`src/rtl/ir_rx_pkg.sv`:
```
// Package: shared types for the infrared pulse receiver.
// Assumes nothing beyond being compiled before the receiver modules.
package ir_rx_pkg;

    // Receiver phases: wait for leader, leader low, leader high, data bits, final low check.
    typedef enum logic [2:0] {
        ST_IDLE    = 3'd0,
        ST_LEAD_LO = 3'd1,
        ST_LEAD_HI = 3'd2,
        ST_DATA    = 3'd3,
        ST_STOP    = 3'd4
    } rx_state_e;

endpackage

```
`src/rtl/ir_edge_meter.sv`:
```
// Samples the (optionally inverted) pin on each strobe, reports its edges and
// tracks the width of the current or most recent low pulse.
// Assumes the pin is already synchronous to clk and free of noise.
module ir_edge_meter #(
    parameter int CNT_W = 8
) (
    input  logic             clk,
    input  logic             rst_n,
    input  logic             tick_i,
    input  logic             rx_i,
    input  logic             invert_i,
    output logic             lvl_o,
    output logic             fall_o,
    output logic             rise_o,
    output logic [CNT_W-1:0] low_w_o
);

    logic             lvl_q;
    logic [CNT_W-1:0] run_q;
    logic [CNT_W-1:0] last_q;
    logic [CNT_W-1:0] run_inc;

    assign lvl_o   = rx_i ^ invert_i;
    assign run_inc = (run_q == '1) ? run_q : run_q + 1'b1;
    assign fall_o  = tick_i & lvl_q & ~lvl_o;
    assign rise_o  = tick_i & ~lvl_q & lvl_o;

    // Width of the low pulse in progress (this sample included) or the one that just ended.
    always_comb begin
        if (!lvl_o)
            low_w_o = run_inc;
        else if (!lvl_q)
            low_w_o = run_q;
        else
            low_w_o = last_q;
    end

    // Previous sample, running low width and last completed low width.
    always_ff @(posedge clk) begin
        if (!rst_n) begin
            lvl_q  <= 1'b1;
            run_q  <= '0;
            last_q <= '0;
        end else if (tick_i) begin
            lvl_q <= lvl_o;
            run_q <= lvl_o ? '0 : run_inc;
            if (lvl_o && !lvl_q)
                last_q <= run_q;
        end
    end

endmodule

```
`src/rtl/ir_rx_ctrl.sv`:
```
// Frame controller: checks the leader windows, measures bit spans from falling
// edge to falling edge, decides each bit and detects the end of the frame.
// Assumes edges and widths come from ir_edge_meter and are valid only on strobe cycles.
module ir_rx_ctrl
    import ir_rx_pkg::*;
#(
    parameter int CNT_W = 8
) (
    input  logic             clk,
    input  logic             rst_n,
    input  logic             tick_i,
    input  logic             lvl_i,
    input  logic             fall_i,
    input  logic             rise_i,
    input  logic [CNT_W-1:0] low_w_i,
    input  logic [CNT_W-1:0] lead_lo_min_i,
    input  logic [CNT_W-1:0] lead_lo_max_i,
    input  logic [CNT_W-1:0] lead_hi_min_i,
    input  logic [CNT_W-1:0] lead_hi_max_i,
    input  logic [CNT_W-1:0] bit_thresh_i,
    input  logic [CNT_W-1:0] bit_max_i,
    input  logic [CNT_W-1:0] stop_lo_min_i,
    output logic             clr_o,
    output logic             push_o,
    output logic             bit_o,
    output logic             irq_leader_o,
    output logic             irq_frame_o
);

    rx_state_e        st_q, st_d;
    logic [CNT_W-1:0] cnt_q, cnt_d, cnt_inc;
    logic             armed_q, armed_d;
    logic             lead_d, frame_d;
    logic             lo_only, stop_ok;

    assign cnt_inc = (cnt_q == '1) ? cnt_q : cnt_q + 1'b1;
    assign lo_only = (lead_hi_max_i == '0);
    assign stop_ok = (low_w_i >= stop_lo_min_i);
    assign bit_o   = (cnt_q >= bit_thresh_i);

    // Next-state decision, evaluated only on strobe cycles.
    always_comb begin
        st_d    = st_q;
        cnt_d   = cnt_q;
        armed_d = armed_q;
        clr_o   = 1'b0;
        push_o  = 1'b0;
        lead_d  = 1'b0;
        frame_d = 1'b0;
        if (tick_i) begin
            unique case (st_q)
                ST_IDLE: begin
                    if (fall_i) begin
                        st_d  = ST_LEAD_LO;
                        cnt_d = CNT_W'(1);
                    end
                end
                ST_LEAD_LO: begin
                    if (rise_i) begin
                        cnt_d = CNT_W'(1);
                        if (cnt_q >= lead_lo_min_i && cnt_q <= lead_lo_max_i) begin
                            if (lo_only) begin
                                st_d    = ST_DATA;
                                armed_d = 1'b0;
                                clr_o   = 1'b1;
                                lead_d  = 1'b1;
                            end else begin
                                st_d = ST_LEAD_HI;
                            end
                        end else begin
                            st_d = ST_IDLE;
                        end
                    end else if (cnt_inc > lead_lo_max_i) begin
                        st_d = ST_IDLE;
                    end else begin
                        cnt_d = cnt_inc;
                    end
                end
                ST_LEAD_HI: begin
                    if (fall_i) begin
                        cnt_d = CNT_W'(1);
                        if (cnt_q >= lead_hi_min_i) begin
                            st_d    = ST_DATA;
                            armed_d = 1'b1;
                            clr_o   = 1'b1;
                            lead_d  = 1'b1;
                        end else begin
                            st_d = ST_LEAD_LO;
                        end
                    end else if (cnt_inc > lead_hi_max_i) begin
                        st_d = ST_IDLE;
                    end else begin
                        cnt_d = cnt_inc;
                    end
                end
                ST_DATA: begin
                    if (fall_i) begin
                        push_o  = armed_q;
                        armed_d = 1'b1;
                        cnt_d   = CNT_W'(1);
                    end else if (cnt_inc > bit_max_i) begin
                        if (stop_ok) begin
                            frame_d = 1'b1;
                            st_d    = ST_IDLE;
                        end else if (!lvl_i) begin
                            st_d = ST_STOP;
                        end else begin
                            st_d = ST_IDLE;
                        end
                    end else begin
                        cnt_d = cnt_inc;
                    end
                end
                ST_STOP: begin
                    if (stop_ok) begin
                        frame_d = 1'b1;
                        st_d    = ST_IDLE;
                    end else if (lvl_i) begin
                        st_d = ST_IDLE;
                    end
                end
                default: st_d = ST_IDLE;
            endcase
        end
    end

    // State, width counter, arm flag and registered interrupt pulses.
    always_ff @(posedge clk) begin
        if (!rst_n) begin
            st_q         <= ST_IDLE;
            cnt_q        <= '0;
            armed_q      <= 1'b0;
            irq_leader_o <= 1'b0;
            irq_frame_o  <= 1'b0;
        end else begin
            st_q         <= st_d;
            cnt_q        <= cnt_d;
            armed_q      <= armed_d;
            irq_leader_o <= lead_d;
            irq_frame_o  <= frame_d;
        end
    end

endmodule

```
`src/rtl/ir_bit_store.sv`:
```
// Holds the decoded bits of one frame, first bit in position 0, plus a count
// that stops at the register width. Assumes clr and push never coincide.
module ir_bit_store #(
    parameter int DATA_BITS = 72,
    localparam int BCNT_W = $clog2(DATA_BITS + 1)
) (
    input  logic                 clk,
    input  logic                 rst_n,
    input  logic                 clr_i,
    input  logic                 push_i,
    input  logic                 bit_i,
    output logic [DATA_BITS-1:0] data_o,
    output logic [BCNT_W-1:0]    count_o
);

    logic [DATA_BITS-1:0] wr_en;
    logic                 room;

    assign room = (count_o < BCNT_W'(DATA_BITS));

    // One write enable per bit position, selected by the current count.
    for (genvar gi = 0; gi < DATA_BITS; gi++) begin : g_wen
        assign wr_en[gi] = push_i && room && (count_o == BCNT_W'(gi));
    end

    // Data and count update: clear on a new leader, write one position per bit.
    always_ff @(posedge clk) begin
        if (!rst_n) begin
            data_o  <= '0;
            count_o <= '0;
        end else if (clr_i) begin
            data_o  <= '0;
            count_o <= '0;
        end else if (push_i && room) begin
            data_o  <= (data_o & ~wr_en) | (wr_en & {DATA_BITS{bit_i}});
            count_o <= count_o + 1'b1;
        end
    end

endmodule

```
`src/rtl/ir_pulse_rx.sv`:
```
// Top of the infrared pulse receiver: edge meter, frame controller and bit store.
// Assumes tick_i is a one-clock strobe and all configuration is static during a frame.
module ir_pulse_rx #(
    parameter int CNT_W = 8,
    parameter int DATA_BITS = 72,
    localparam int BCNT_W = $clog2(DATA_BITS + 1)
) (
    input  logic                 clk,
    input  logic                 rst_n,
    input  logic                 tick_i,
    input  logic                 rx_i,
    input  logic                 invert_i,
    input  logic [CNT_W-1:0]     lead_lo_min_i,
    input  logic [CNT_W-1:0]     lead_lo_max_i,
    input  logic [CNT_W-1:0]     lead_hi_min_i,
    input  logic [CNT_W-1:0]     lead_hi_max_i,
    input  logic [CNT_W-1:0]     bit_thresh_i,
    input  logic [CNT_W-1:0]     bit_max_i,
    input  logic [CNT_W-1:0]     stop_lo_min_i,
    output logic                 irq_leader_o,
    output logic                 irq_frame_o,
    output logic [DATA_BITS-1:0] data_o,
    output logic [BCNT_W-1:0]    bit_count_o
);

    logic             lvl, fall, rise;
    logic [CNT_W-1:0] low_w;
    logic             clr, push, bit_val;

    ir_edge_meter #(.CNT_W(CNT_W)) u_meter (
        .clk     (clk),
        .rst_n   (rst_n),
        .tick_i  (tick_i),
        .rx_i    (rx_i),
        .invert_i(invert_i),
        .lvl_o   (lvl),
        .fall_o  (fall),
        .rise_o  (rise),
        .low_w_o (low_w)
    );

    ir_rx_ctrl #(.CNT_W(CNT_W)) u_ctrl (
        .clk          (clk),
        .rst_n        (rst_n),
        .tick_i       (tick_i),
        .lvl_i        (lvl),
        .fall_i       (fall),
        .rise_i       (rise),
        .low_w_i      (low_w),
        .lead_lo_min_i(lead_lo_min_i),
        .lead_lo_max_i(lead_lo_max_i),
        .lead_hi_min_i(lead_hi_min_i),
        .lead_hi_max_i(lead_hi_max_i),
        .bit_thresh_i (bit_thresh_i),
        .bit_max_i    (bit_max_i),
        .stop_lo_min_i(stop_lo_min_i),
        .clr_o        (clr),
        .push_o       (push),
        .bit_o        (bit_val),
        .irq_leader_o (irq_leader_o),
        .irq_frame_o  (irq_frame_o)
    );

    ir_bit_store #(.DATA_BITS(DATA_BITS)) u_store (
        .clk    (clk),
        .rst_n  (rst_n),
        .clr_i  (clr),
        .push_i (push),
        .bit_i  (bit_val),
        .data_o (data_o),
        .count_o(bit_count_o)
    );

endmodule

```
`config.mk`:
```
export PLATFORM = sky130hd
export DESIGN_NAME = ir_pulse_rx
export DESIGN_NICKNAME = d
export VERILOG_FILES = /design/src/rtl/ir_rx_pkg.sv /design/src/rtl/ir_edge_meter.sv /design/src/rtl/ir_rx_ctrl.sv /design/src/rtl/ir_bit_store.sv /design/src/rtl/ir_pulse_rx.sv
export SDC_FILE = /design/constraint.sdc
export NUM_CORES = 1
export LEC_CHECK = 0
export ABC_AREA = 1
export BUFFER_PORTS_ARGS = -buffer_cell sky130_fd_sc_hd__buf_2
export CAP_MARGIN = 20
export CORE_UTILIZATION = 50
export CTS_BUF_LIST = sky130_fd_sc_hd__clkbuf_16
export DETAILED_ROUTE_END_ITERATION = 8
export GPL_TIMING_DRIVEN = 1
export PLACE_DENSITY = 0.85
export SYNTH_ARGS = -nofsm -noshare
export SYNTH_HDL_FRONTEND = slang
export SYNTH_SLANG_ARGS = --single-unit
```
`constraint.sdc`:
```
create_clock -name clk -period 2.9 [get_ports clk]
set_clock_uncertainty 0.1 [all_clocks]
set_input_delay 0.145 -clock clk [delete_from_list [all_inputs] [get_ports clk]]
set_output_delay 0.145 -clock clk [all_outputs]
set_load 0.03 [all_outputs]
```
# Yosys cells after proc, flatten, opt, wreduce, memory -nomap -nowiden
# Cells that the tools add are included.
dict set report totals {
  reg_bits 110
  input_bits 61
  out_inout_bits 81
  wordCells 262
}
dict set report classes {
  add_sub_neg 3
  n_lt_le_gt_ge 9
  eq_ne 92
  n_mux 49
  bitwise 12
  reduce_logical 87
}
# cell n
set op_table {}
lappend op_table {{$eq A7 B6 Y1 const B} 32}
lappend op_table {{$and A72 B72 Y72} 2}
lappend op_table {{$eq A7 B5 Y1 const B} 16}
lappend op_table {{$mux W8} 12}
lappend op_table {{$logic_and A1 B1 Y1} 75}
lappend op_table {{$not A72 Y72} 1}
lappend op_table {{$or A72 B72 Y72} 1}
lappend op_table {{$eq A7 B4 Y1 const B} 8}
lappend op_table {{$eq A7 B7 Y1 const B} 8}
lappend op_table {{$mux W3} 11}
lappend op_table {{$ge A8 B8 Y1} 4}
lappend op_table {{$pmux W8 S4} 1}
lappend op_table {{$eq A7 B3 Y1 const B} 4}
lappend op_table {{$gt A8 B8 Y1} 3}
lappend op_table {{$mux W1} 19}
lappend op_table {{$add A8 B1 Y8 const B} 2}
lappend op_table {{$eq A8 B8 Y1 const B} 2}
lappend op_table {{$pmux W3 S5} 1}
lappend op_table {{$eq A7 B2 Y1 const B} 2}
lappend op_table {{$ne A2 B2 Y1 const B} 5}
lappend op_table {{$ne A3 B3 Y1 const B} 3}
lappend op_table {{$le A8 B8 Y1} 1}
lappend op_table {{$logic_not A8 Y1} 1}
lappend op_table {{$ne A2 B1 Y1 const B} 4}
lappend op_table {{other kinds (24)} 34}

# Logic depth before layout (Yosys ltp)
dict set report logic_depth {
  depth_word 11
  ltp_mapped 21
  depth_no_buf 20
}

# Cells and area by module
# From an unflattened synthesis, not the netlist that was laid out.
dict set report hier_totals {
  hier_cells 1303
  area_unflattened_um2 8059.0
}
# module n_inst cells_per_inst area_each_um2 seq_area_each_um2
set modules_own_cells {}
lappend modules_own_cells {ir_bit_store 1 719 4354.2 1581.5}
lappend modules_own_cells {ir_rx_ctrl 1 431 2687.6 280.3}
lappend modules_own_cells {ir_edge_meter 1 153 1017.2 340.3}

# Least setup slack after synthesis
# No wires, ideal clock.
dict set report synth_path {
  kind {register to register}
  startpoint {register u_ctrl.cnt_q[1]}
  endpoint {register u_ctrl.cnt_q[2]}
  setup_time_ps 113
  arrival_ps 2695
  required_time_ps 2687
  path_slack_ps -8
  path_stages_with_launch 21
  n_path_buf 2
  period_less_slack_ps 2908
  path_cell_list {dfxtp_1 -> ha_1 -> nand3_1 -> or2_2 -> clkbuf_1 -> mux2i_1 -> inv_1 -> ha_1 -> nand2_1 -> nand2_1 -> nand2_1 -> nand2_1 -> nand2_1 -> nand2_1 -> nand3_1 -> nand3_1 -> nor2_2 -> buf_2 -> nand2_1 -> nand2_1 -> nor2_1}
}
dict set report synth_between {
  elab_chain_cells 5
  elab_cells_between_ends 17
  cone_classes {add/sub: 1; order compare: 3; eq/ne: 4; mux: 8; reduce/logical: 1}
}
# item line_no
set synth_rtl {}
lappend synth_rtl {{from (decl)} ir_rx_ctrl.sv:31} ;# logic [CNT_W-1:0] cnt_q, cnt_d, cnt_inc;
lappend synth_rtl {{from (signal assigned)} ir_rx_ctrl.sv:137} ;# cnt_q <= cnt_d;
lappend synth_rtl {{$add A8 B1 Y8 or $eq A8 B8 Y1 (tied branches)} ir_rx_ctrl.sv:36} ;# assign cnt_inc = (cnt_q == '1) ? cnt_q : cnt_q + 1'b1;
lappend synth_rtl {{$mux W8 (*)} ir_rx_ctrl.sv:36}
lappend synth_rtl {{$gt A8 B8 Y1, or another cell as far along} ir_rx_ctrl.sv:73} ;# end else if (cnt_inc > lead_lo_max_i) begin
lappend synth_rtl {{$ne A3 B3 Y1 (no source line), or another cell as far along} --}
lappend synth_rtl {{$reduce_and A6 Y1 (no source line) or $pmux W8 S4 (tied branches)} --}
# Mark *: on every way between the ends. The rest lies on a longest branch, timed or not. The select of a mux whose other input is x is not followed.
# A chain may end at the register's enable or synchronous reset.

# Worst setup path in the final report
dict set report layout_path {
  startpoint {register u_ctrl.cnt_q[0]}
  endpoint {register u_ctrl.cnt_q[2]}
}
# The elaborated chain is that of the path after synthesis.

==> run_results.csv <==
group,metric,value,unit
layout,drive_above_1_share,20.8,%
clocking,cts.clk_slew.worst_paths,80,ps
timing,layout_min_cycle_time,2740,ps
setup_path,critPathArrivalTime,2900,ps
setup_path,crit_chain,"inv_1 > nor2_2 > nand4_1 > xor2_1 > nand2_1 > ha_1 > nand2_1 > nor2_1 > nand2_1 > nand2_1 > nand2_1 > o21ai_2 > nor2_4 > clkbuf_16 > nor2_1 > nor2_1",
synth,syn_area_per_cell,6.74,µm²
synth,synth_cells,1035,
synth,synthSimpleGateAreaFrac,26.4,%
worst_hold_path,min_path_type,"in2reg",
route,final_antenna_net_count,0,
synth,yosys.area_share.adder,12.6,%
setup_path,crit_family,"simple AND/OR/NAND/NOR gates",
layout,regArea,0.00222,mm²
route,drtIter0Drc,518,
clocking,clkLatencyLatePin,360,ps
route,vias,7250,
timing,hold_violations,0,
clocking,cts.sink_count,110,
synth,synth_top_cell_area_share,31.6,%
die,initial_core_util,52.1,%
synth,yosysSeqAreaShare,31.6,%
timing,tightest_slew,513,ps
clocking,cts_tree,"yes",
setup_path,critical_path_class,"reg2reg",
clocking,cts_inserted_buffers,9,
timing,min_period_over_period,94.4,%
setup_path,r2r_slack,160,ps
clocking,cts_root_buffer,"clkbuf_16",
synth,synth_seq_cells,110,
synth,synth_cell_types,39,
timing,setup_slack,162,ps
layout,area_growth,21.3,%
timing,finalSetupViolations,0,
setup_path,cp_num_buf_inv,2,
job,maxCapViolations,0,
timing,relSlewSlack,65.7,%
place,dp_hpwl,13400,µm
power_and_ir_drop,ir_drop,0.421,mV
synth,synth_compound_area_share,18.7,%
setup_path,critical_path.slowest_cell,"dfxtp_4",
power_and_ir_drop,p_leak,4.17,nW
setup_path,start_kind,"register",
die,die_height,120,µm
synth,synth_mux_area_share,0.143,%
synth,synth-xor-area-share,0.879,%
synth,yosys.area.top_type,"dfxtp_1",
global_route,grt_pass1_wl,29400,µm
synth,ys_top_cells_by_area,"dfxtp_1, ha_1, nand2_1",
clocking,cts-htree-levels,3,
layout,multi_input_area,0.00421,mm²
setup_path,crit_fanout,8,
die,die_area,0.0144,mm²
layout,diodes,0,
run_status,outcome,"complete, no violations",
die,num_io_pins,142,
global_route,gr-usage-all-layers,25.3,%
place,globalplace.congestion,0.871,
synth,synth_top_family_by_area,"simple AND/OR/NAND/NOR gates",
global_route,grt_max_degree,80,
global_route,grt_overflow,0,
die,die_x,120,µm
layout,nNetsFinal,1308,
die,core,0.0134,mm²
place,dp_slack,5.57,ps
layout,n_fill_cell,1198,
setup_path,critPathMaxStageDelay,380,ps
global_route,grt_antenna_before_repair,0,
setup_path,cp-end-kind,"register",
route,wl_per_cell,13.3,µm
power_and_ir_drop,power_density,620,mW/mm²
timing,fmax,365,MHz
synth,yosys_warnings,0,
setup_path,cp_data_required_time,3060,ps
synth,netlist_area,0.00698,mm²
setup_path,path_common_cell,"nand2_1",
route,drt_first_pass_iters,6,
route,drt-vias-per-instance,5.34,
die,row_count,42,
global_route,grt_pass1_vias,6470,
place,port_buffers,141,
clocking,ctsLongestPathBuffers,2,
route,wl,18100,µm
synth,syn_nets,1166,
timing,final-max-slew-violation-count,0,
route,drc_errors,0,
timing,fin_setup_tns,0,ps
-- worst min-delay path: stages --
cell	delay [ps]
buf_2	270
nand2_1	130
nor2_1	30
-- per-layer routing --
metal  part of all wire, %  vias up  wire, µm  GRT usage (%)
met2                    46      228      8410           41.6
met4                   3.4        0       617           10.6
met3                   5.8       43      1050           4.09
met5                     0        -         0              0
met1                    44     3295      8030           32.6
li1                      -     3684         -              -
-- area by class of cell --
class,count,share of cell area (%)
Inverter,130,5.78
Clock inverter,7,1.14
Clock buffer,9,2.66
Tap cell,176,2.60
Sequential cell,110,26.2
Timing Repair Buffer,172,11.9
Multi-Input combinational cell,754,49.7
-- layout by cell type, fill, tap and decap left out, types with 2 or more instances in the layout --
master | Yosys | final
nor2_2 | 1 | 5
a21oi_1 | 123 | 122
o21ai_0 | 84 | 81
ha_1 | 70 | 67
o21ai_1 | 27 | 29
o21a_1 | 2 | 2
a21o_1 | 4 | 4
nor3_1 | 5 | 5
clkinv_8 | 0 | 3
nand3_2 | 1 | 3
nand3_1 | 23 | 21
nand2_2 | 6 | 8
inv_2 | 10 | 11
dfxtp_4 | 0 | 3
dfxtp_1 | 110 | 104
nand2_4 | 7 | 7
inv_8 | 0 | 2
xnor2_1 | 3 | 3
xor2_1 | 4 | 4
nor3_4 | 1 | 2
o211ai_1 | 4 | 4
nand4_1 | 33 | 33
clkbuf_16 | 0 | 10
ha_4 | 0 | 3
nand2_1 | 212 | 210
nor2_4 | 2 | 3
buf_4 | 1 | 25
inv_1 | 119 | 118
nor2_1 | 129 | 124
buf_12 | 0 | 4
o21ai_2 | 1 | 2
dfxtp_2 | 0 | 3
buf_2 | 9 | 141
-- per-stage QoR --
stage | total power (W) | instance area (µm²) | utilization (%) | std cells | hold WS, ps
global placement | 0.00376 | 7980 | 59.6 | 1338 | 342
finish | 0.00525 | 8460 | 63.1 | 1358 | 155
detailed placement | 0.00383 | 7980 | 59.6 | 1338 | 348
global route | 0.00567 | 8460 | 63.1 | 1358 | 178
CTS | 0.00513 | 8310 | 62.0 | 1355 | 142
floorplan | 0.00320 | 6980 | - | 1035 | 329
-- synth_stat cells --
master       n
a31oi_1      1
xnor2_1      3
nor4_1       1
nor2_2       1
nor2_1     129
o21ai_2      1
nor3_2       1
o2111ai_1    1
a31o_2       1
nand2_4      7
or2_2        2
xor2_1       4
nor3_1       5
o21a_1       2
clkinv_2     1
nand2_1    212
clkbuf_1    28
nor2_4       2
dfxtp_1    110
nand3_1     23
o31ai_1      2
o21ai_0     84
nand2_2      6
o21bai_1     1
ha_1        70
inv_1      119
buf_6        3
o211ai_1     4
nand3_2      1
buf_4        1
nand3_4      1
nand4_1     33
mux2i_1      1
a21o_1       4
buf_2        9
inv_2       10
o21ai_1     27
a21oi_1    123
nor3_4       1
-- kinds of logic after synthesis --
| logic type | Yosys count |
|---|---|
| AND/OR/NAND/NOR | 425 |
| multiplexers | 1 |
| flip-flops | 110 |
| AO/OA/AOI/OAI | 251 |
| XOR/XNOR | 7 |
| adder cells (fa/ha/maj) | 70 |
| buffers and inverters | 171 |
-- what timing repair did --
action	CTS	global route
endpoints found under the hold margin	2	0
pin swaps	0	8
gates resized for setup	2	32
cloned	0	1
buffers inserted	0	2
hold buffers	1	0
endpoints found under the setup margin	1	11
-- final timing paths --
path / end / cells past startpoint / start
min reg2reg: u_meter.last_q[5] / 2 / u_meter.last_q[5]
max: u_ctrl.cnt_q[2] / 16 / u_ctrl.cnt_q[0]
max reg2reg: u_ctrl.cnt_q[2] / 16 / u_ctrl.cnt_q[0]
min: u_ctrl.cnt_q[4] / 3 / rst_n
-- report_power, final --
part,internal [W],leakage (nW),switching (W),total (W)
Sequential,0.00161,0.893,0.000107,0.00172
Clock,0.000633,0.156,0.000667,0.00130
Combinational,0.000875,3.12,0.00136,0.00223
Note: power is estimated with default switching activity, not from simulation.
